--- src/rtl/seqdec_pkg.sv ---
package seqdec_pkg;

  localparam int PREFIX_LEN = 5;
  localparam int POS_W      = $clog2(PREFIX_LEN + 1);
  localparam int NUM_CMDS   = 4;

  typedef enum logic [1:0] {
    CMD_STORE  = 2'd0,
    CMD_RECALL = 2'd1,
    CMD_AS_OFF = 2'd2,
    CMD_AS_ON  = 2'd3
  } cmd_e;

  typedef struct packed {
    logic hit;
    cmd_e kind;
  } final_lookup_t;

  // expected address for chain step idx (0-based)
  function automatic logic [15:0] prefix_addr(input int idx);
    case (idx)
      0:       return 16'h4E38;
      1:       return 16'hB1C7;
      2:       return 16'h83E0;
      3:       return 16'h7C1F;
      default: return 16'h703F;
    endcase
  endfunction

  function automatic final_lookup_t final_lookup(input logic [15:0] a);
    final_lookup_t r;
    r.hit  = 1'b1;
    r.kind = CMD_STORE;
    case (a)
      16'h8FC0: r.kind = CMD_STORE;
      16'h4C63: r.kind = CMD_RECALL;
      16'h8B45: r.kind = CMD_AS_OFF;
      16'h4B46: r.kind = CMD_AS_ON;
      default:  r.hit  = 1'b0;
    endcase
    return r;
  endfunction

endpackage

--- src/rtl/access_sampler.sv ---
module access_sampler #(
  parameter int SYNC_STAGES = 2
) (
  input  logic        clk,
  input  logic        rst,
  input  logic        ce_n,
  input  logic        oe_n,
  input  logic        we_n,
  input  logic        busy_n,
  input  logic [15:0] addr_lo,
  output logic        ev_read,
  output logic        ev_write,
  output logic        busy_ok,
  output logic [15:0] addr_s
);

  localparam int BW = 20;
  localparam logic [BW-1:0] IDLE = {4'hF, 16'h0000};

  logic [BW-1:0] raw;
  logic [BW-1:0] stage [SYNC_STAGES];
  logic          ce_s, oe_s, we_s;
  logic          ce_p, oe_p, we_p;
  logic          edge_any;

  assign raw = {busy_n, we_n, oe_n, ce_n, addr_lo};

  for (genvar g = 0; g < SYNC_STAGES; g++) begin : g_sync
    if (g == 0) begin : g_first
      always_ff @(posedge clk) begin
        if (rst) stage[g] <= IDLE;
        else     stage[g] <= raw;
      end
    end else begin : g_next
      always_ff @(posedge clk) begin
        if (rst) stage[g] <= IDLE;
        else     stage[g] <= stage[g-1];
      end
    end
  end

  assign busy_ok = stage[SYNC_STAGES-1][19];
  assign we_s    = stage[SYNC_STAGES-1][18];
  assign oe_s    = stage[SYNC_STAGES-1][17];
  assign ce_s    = stage[SYNC_STAGES-1][16];
  assign addr_s  = stage[SYNC_STAGES-1][15:0];

  always_ff @(posedge clk) begin
    if (rst) begin
      ce_p <= 1'b1;
      oe_p <= 1'b1;
      we_p <= 1'b1;
    end else begin
      ce_p <= ce_s;
      oe_p <= oe_s;
      we_p <= we_s;
    end
  end

  // end of access: chip-enable rises, or output-enable rises while selected
  assign edge_any = (ce_s & ~ce_p) | (oe_s & ~oe_p & ~ce_s);
  assign ev_write = edge_any & (~we_s | ~we_p);
  assign ev_read  = edge_any & we_s & we_p;

endmodule

--- src/rtl/seq_tracker.sv ---
module seq_tracker
  import seqdec_pkg::*;
(
  input  logic                clk,
  input  logic                rst,
  input  logic                ev_read,
  input  logic                ev_write,
  input  logic                busy_ok,
  input  logic                locked,
  input  logic [15:0]         addr_s,
  output logic                fire,
  output cmd_e                fire_kind,
  output logic [NUM_CMDS-1:0] cmd_q,
  output logic [POS_W-1:0]    pos_q
);

  localparam logic [POS_W-1:0] LAST = POS_W'(PREFIX_LEN);

  logic            take;
  logic [POS_W-1:0] pos_d;
  logic            restart_hit;
  final_lookup_t   lk;

  assign take        = (ev_read | ev_write) & busy_ok & ~locked;
  assign restart_hit = (addr_s == prefix_addr(0));
  assign lk          = final_lookup(addr_s);

  always_comb begin
    pos_d     = pos_q;
    fire      = 1'b0;
    fire_kind = lk.kind;
    if (take) begin
      if (ev_write) begin
        pos_d = '0;
      end else if (pos_q == LAST) begin
        if (lk.hit) begin
          fire  = 1'b1;
          pos_d = '0;
        end else begin
          pos_d = restart_hit ? POS_W'(1) : '0;
        end
      end else if (addr_s == prefix_addr(int'(pos_q))) begin
        pos_d = pos_q + POS_W'(1);
      end else begin
        pos_d = restart_hit ? POS_W'(1) : '0;
      end
    end
  end

  always_ff @(posedge clk) begin
    if (rst) begin
      pos_q <= '0;
      cmd_q <= '0;
    end else begin
      pos_q <= pos_d;
      cmd_q <= '0;
      if (fire) cmd_q[fire_kind] <= 1'b1;
    end
  end

  a_r2_pos_bound: assert property (@(posedge clk) disable iff (rst)
    pos_q <= LAST);

  a_r8_busy_hold: assert property (@(posedge clk) disable iff (rst)
    !busy_ok |=> $stable(pos_q));

  a_r5_write_clears: assert property (@(posedge clk) disable iff (rst)
    (take && ev_write) |=> (pos_q == '0));

endmodule

--- src/rtl/hold_timer.sv ---
module hold_timer #(
  parameter int CYCLES = 1000
) (
  input  logic clk,
  input  logic rst,
  input  logic start,
  output logic active
);

  localparam int CW = (CYCLES > 1) ? $clog2(CYCLES) : 1;

  logic [CW-1:0] cnt;

  always_ff @(posedge clk) begin
    if (rst) begin
      active <= 1'b0;
      cnt    <= '0;
    end else if (start) begin
      active <= 1'b1;
      cnt    <= CW'(CYCLES - 1);
    end else if (cnt != '0) begin
      cnt <= cnt - CW'(1);
    end else begin
      active <= 1'b0;
    end
  end

  a_r9_hold_starts: assert property (@(posedge clk) disable iff (rst)
    start |=> active);

  a_r10_idle_count: assert property (@(posedge clk) disable iff (rst)
    !active |-> (cnt == '0));

endmodule

--- src/rtl/seq_cmd_decoder.sv ---
module seq_cmd_decoder
  import seqdec_pkg::*;
#(
  parameter int SYNC_STAGES = 2,
  parameter int SS_CYCLES   = 1000,
  parameter int OP_CYCLES   = 4000
) (
  input  logic        clk,
  input  logic        rst,
  input  logic        ce_n,
  input  logic        oe_n,
  input  logic        we_n,
  input  logic        busy_n,
  input  logic [15:0] addr_lo,
  output logic        cmd_store,
  output logic        cmd_recall,
  output logic        cmd_as_off,
  output logic        cmd_as_on,
  output logic        lockout,
  output logic        io_off,
  output logic [2:0]  seq_pos
);

  logic                ev_read, ev_write, busy_ok;
  logic [15:0]         addr_s;
  logic                fire;
  cmd_e                fire_kind;
  logic [NUM_CMDS-1:0] cmd_q;
  logic [POS_W-1:0]    pos_q;
  logic                io_start;

  access_sampler #(.SYNC_STAGES(SYNC_STAGES)) u_sampler (
    .clk(clk), .rst(rst),
    .ce_n(ce_n), .oe_n(oe_n), .we_n(we_n), .busy_n(busy_n), .addr_lo(addr_lo),
    .ev_read(ev_read), .ev_write(ev_write), .busy_ok(busy_ok), .addr_s(addr_s)
  );

  seq_tracker u_tracker (
    .clk(clk), .rst(rst),
    .ev_read(ev_read), .ev_write(ev_write), .busy_ok(busy_ok),
    .locked(lockout), .addr_s(addr_s),
    .fire(fire), .fire_kind(fire_kind), .cmd_q(cmd_q), .pos_q(pos_q)
  );

  hold_timer #(.CYCLES(SS_CYCLES)) u_lock (
    .clk(clk), .rst(rst), .start(fire), .active(lockout)
  );

  assign io_start = fire & ((fire_kind == CMD_STORE) | (fire_kind == CMD_RECALL));

  hold_timer #(.CYCLES(OP_CYCLES)) u_iohold (
    .clk(clk), .rst(rst), .start(io_start), .active(io_off)
  );

  assign cmd_store  = cmd_q[CMD_STORE];
  assign cmd_recall = cmd_q[CMD_RECALL];
  assign cmd_as_off = cmd_q[CMD_AS_OFF];
  assign cmd_as_on  = cmd_q[CMD_AS_ON];
  assign seq_pos    = 3'(pos_q);

  a_r11_onehot: assert property (@(posedge clk) disable iff (rst)
    $onehot0({cmd_store, cmd_recall, cmd_as_off, cmd_as_on}));

  a_r3_single_cycle: assert property (@(posedge clk) disable iff (rst)
    (cmd_store | cmd_recall | cmd_as_off | cmd_as_on)
      |=> !(cmd_store | cmd_recall | cmd_as_off | cmd_as_on));

  a_r9_lock_with_cmd: assert property (@(posedge clk) disable iff (rst)
    (cmd_store | cmd_recall | cmd_as_off | cmd_as_on) |-> lockout);

endmodule

--- config.mk ---
export PLATFORM = sky130hd
export DESIGN_NAME = seq_cmd_decoder
export DESIGN_NICKNAME = d
export VERILOG_FILES = /design/src/rtl/seqdec_pkg.sv /design/src/rtl/access_sampler.sv /design/src/rtl/seq_tracker.sv /design/src/rtl/hold_timer.sv /design/src/rtl/seq_cmd_decoder.sv
export SDC_FILE = /design/constraint.sdc
export NUM_CORES = 1
export LEC_CHECK = 0
export BUFFER_PORTS_ARGS = -buffer_cell sky130_fd_sc_hd__buf_2
export CAP_MARGIN = 30
export CORE_MARGIN = 3
export CORE_UTILIZATION = 60
export DETAILED_ROUTE_END_ITERATION = 8
export HOLD_SLACK_MARGIN = 0.02
export PLACE_DENSITY_LB_ADDON = 0.2
export SYNTH_ARGS = -nofsm -noshare
export SYNTH_HDL_FRONTEND = slang
export SYNTH_SLANG_ARGS = --single-unit
--- constraint.sdc ---
create_clock -name clk -period 6.55 [get_ports clk]
set_input_delay 0.3275 -clock clk [delete_from_list [all_inputs] [get_ports clk]]
set_output_delay 0.3275 -clock clk [all_outputs]
set_load 0.005 [all_outputs]
==> summary.txt <==
Critical path
  – Req. time, crit path: 6780 ps
  – Register-to-Register Path Depth: 8
  – Worst setup EP type: flop
  – Maximum fanout along the worst path: 7
  – Reg2Reg Setup Slack: 4060 ps
  – Reg2reg end: u_tracker.pos_q[0]
  – Critical R2R Launch: u_tracker.pos_q[0]
  – Crit start category: flop
  – Arr. time, crit path: 2720 ps
  – Kind of critical path: flop to flop

Routing
  – First-pass DRT Iterations: 4
  – WL per Instance: 12.4 um
  – Detailed Route WL: 5100 um
  – Via density: 5.31
  – Met3 WL: 226 um
  – M1 wire length: 2470 um
  – DRC errors left: 0
  – Met2 WL: 2340 um
  – Post-route ant nets: 0
  – Initial DRC count: 184
  – DR top layer: met4
  – Vias after detailed routing: 2193

Clock network
  – Htree depth: 3
  – Max clock buf depth: 2
  – CTS root buffer: clkbuf_8
  – Clk sinks: 74
  – CTS resizes: 0
  – Clk slew on worst S/H paths: 70 ps
  – Post-CTS Setup Bufs: 0
  – CTS tree: yes
  – Cts hold-fix bufs: 0
  – Clock Latency Late Sink: 330 ps
  – CTS Buf Count: 9

Finish
  – Diode count: 0
  – Layout cell share with drive strength beyond 1: 0.191
  – NumNets Final: 372
  – Area delta synth->final: 12.3%

Synthesis
  – Post-synthesis average cell area: 9.64 sq um
  – Largest cells by area after synthesis: dfxtp_1 (49%), nor2b_1 (7.5%), a21oi_1 (3.3%)
  – Post-synth EDFFs: 0
  – Sequential cell area fraction in the yosys report: 0.493
  – Yosys top cell by area: dfxtp_1
  – Synth Instances: 312
  – Cell variety after synth: 48
  – Syn_nets: 341
  – Top cells by count, synth: dfxtp_1 (74), nor2b_1 (36), a21oi_1 (20)
  – Post-synth top area share: 0.493
  – Mapped Area: 0.00301 sq mm
  – Top-count cell post-synth: dfxtp_1
  – Synth Register Bits: 74
  – Yosys warning total: 0
  – Ys async rst share: 0
  – Primary FF master, synth: dfxtp_1

Floorplan
  – Die height: 76.8 um
  – Die Wd: 76.8 um
  – Core area: 0.00479 sq mm
  – Starting Density: 0.628
  – Rows: 25
  – # IOs: 31
  – Die area: 0.00590 sq mm

Placement
  – PortBufs: 30
  – Routability cong.: 0.843
  – Hpwl dp: 3590 um

Min path
  – Hold Startpoint: we_n
  – Worst Hold End: u_sampler.stage[0][18]
  – Worst hold path depth: 2
  – Worst Hold Class: primary input to flop

Global route
  – GRT overflow: 0
  – Vias in the first global route: 2074
  – Largest net degree at the start of global routing: 51
  – Global-route wire length before repair: 9090 um
  – Aggregate global-route resource usage: 0.192
  – Initial antenna violation count: 0

Timing
  – RSZ-0062 raised after global routing: no
  – Final-report hold violation count: 0
  – Clock Skew: 8.54 ps
  – Fin crit period: 2490 ps
  – FMAX: 401 MHz
  – Worst slew pin tran: 683 ps
  – Final Cycle Share: 0.381
  – Final TNS setup: 0 ps
  – Max_slew headroom: 0.542
  – Max Transition Viols Final: 0
  – # setup viols final: 0

Power
  – Lkg Pwr: 0.00134 uW
  – Cell Pwr Density: 351 mW/mm^2
  – Worst VDD drop: 0.000239 V
  – Total power: 1190 uW

Run
  – # Max-Cap Violations: 0

Outcome
  – Status: completed
[worst max-delay path by stage]
stage | startpoint | end | slack, ps | cells after the start
2_1_floorplan | u_tracker.pos_q[0] | u_tracker.pos_q[0] | 4230 | 8
3_3_place_gp | u_tracker.pos_q[2] | u_tracker.pos_q[0] | 4150 | 8
3_5_place_dp | u_tracker.pos_q[0] | u_tracker.pos_q[0] | 4070 | 8
4_1_cts | u_tracker.pos_q[0] | u_tracker.pos_q[0] | 4050 | 8
5_1_grt | u_tracker.pos_q[2] | u_tracker.pos_q[0] | 3890 | 8
6_report | u_tracker.pos_q[0] | u_tracker.pos_q[0] | 4060 | 8
[power breakdown]
part	internal (uW)	switching, uW	leakage, uW
Sequential	509	48.0	0.000609
Clock	170	145	0.0000918
Combinational	154	160	0.000641
[sequential cells by signal, summed over array words and instances (netlist names)]
register and cells:
u_tracker.cmd_q 4, u_sampler.we_p 1, u_tracker.pos_q 3, u_lock.cnt 10, u_iohold.active 1, u_sampler.ce_p 1
u_iohold.cnt 12, u_sampler.oe_p 1, u_lock.active 1, u_sampler.stage 40
[final cells by class]
cell class | instances | area [sq um]
inverters | 8 | 30.0
clock inverters | 4 | 45.0
multi-input cells | 219 | 1440
well taps | 67 | 83.8
repair buffers | 31 | 170
flip-flops and latches | 74 | 1480
fillers | 384 | 1410
clock buffers | 10 | 128
[placed cells by master, fill, tap and decap left out, types with 9 or more instances in the layout]
| cell | n |
|---|---|
| a21oi_1 | 20 |
| xnor2_1 | 11 |
| nor2_1 | 19 |
| or2_2 | 11 |
| buf_2 | 30 |
| nor2b_1 | 36 |
| nor3_1 | 12 |
| dfxtp_1 | 74 |
| nand2_1 | 17 |
| clkbuf_8 | 9 |
[metrics by stage]
stage          hold WS (ps)   util  area [sq um]  setup slack (ps)  cells
2_1_floorplan           389      -          3010              4230    312
3_3_place_gp            391  0.666          3190              4150    398
3_5_place_dp            394  0.670          3210              4070    399
4_1_cts                 163  0.706          3380              4050    413
5_1_grt                 176  0.706          3380              3890    413
6_report                177  0.706          3380              4060    413
[critical path, cell delays in order (launching register included)]
cell and delay, ps:
dfxtp_1 440, inv_1 90, ha_1 290, or4_4 510
a211oi_2 220, o22ai_1 140, nor4b_4 330, mux2i_1 120
a32o_1 250
[layer usage]
layer,global-route usage,up-vias
li1,-,1146
met1,0.243,1004
met2,0.308,35
met3,0.0458,8
met4,0.0888,0
met5,0,-
[kinds of logic (layout without fill, tap and decap cells)]
| group | count (synthesis) | after routing | share of synthesized area |
|---|---|---|---|
| buffers and inverters | 19 | 53 | 0.0287 |
| muxes | 4 | 4 | 0.0133 |
| xor gates and xnor gates | 17 | 17 | 0.0495 |
| and+or+nand+nor | 145 | 145 | 0.291 |
| adders and majority gates | 7 | 7 | 0.0291 |
| DFF | 74 | 74 | 0.493 |
| AOI/OAI and AO/OA | 46 | 46 | 0.0957 |
Power figures use the tool's default switching activity.
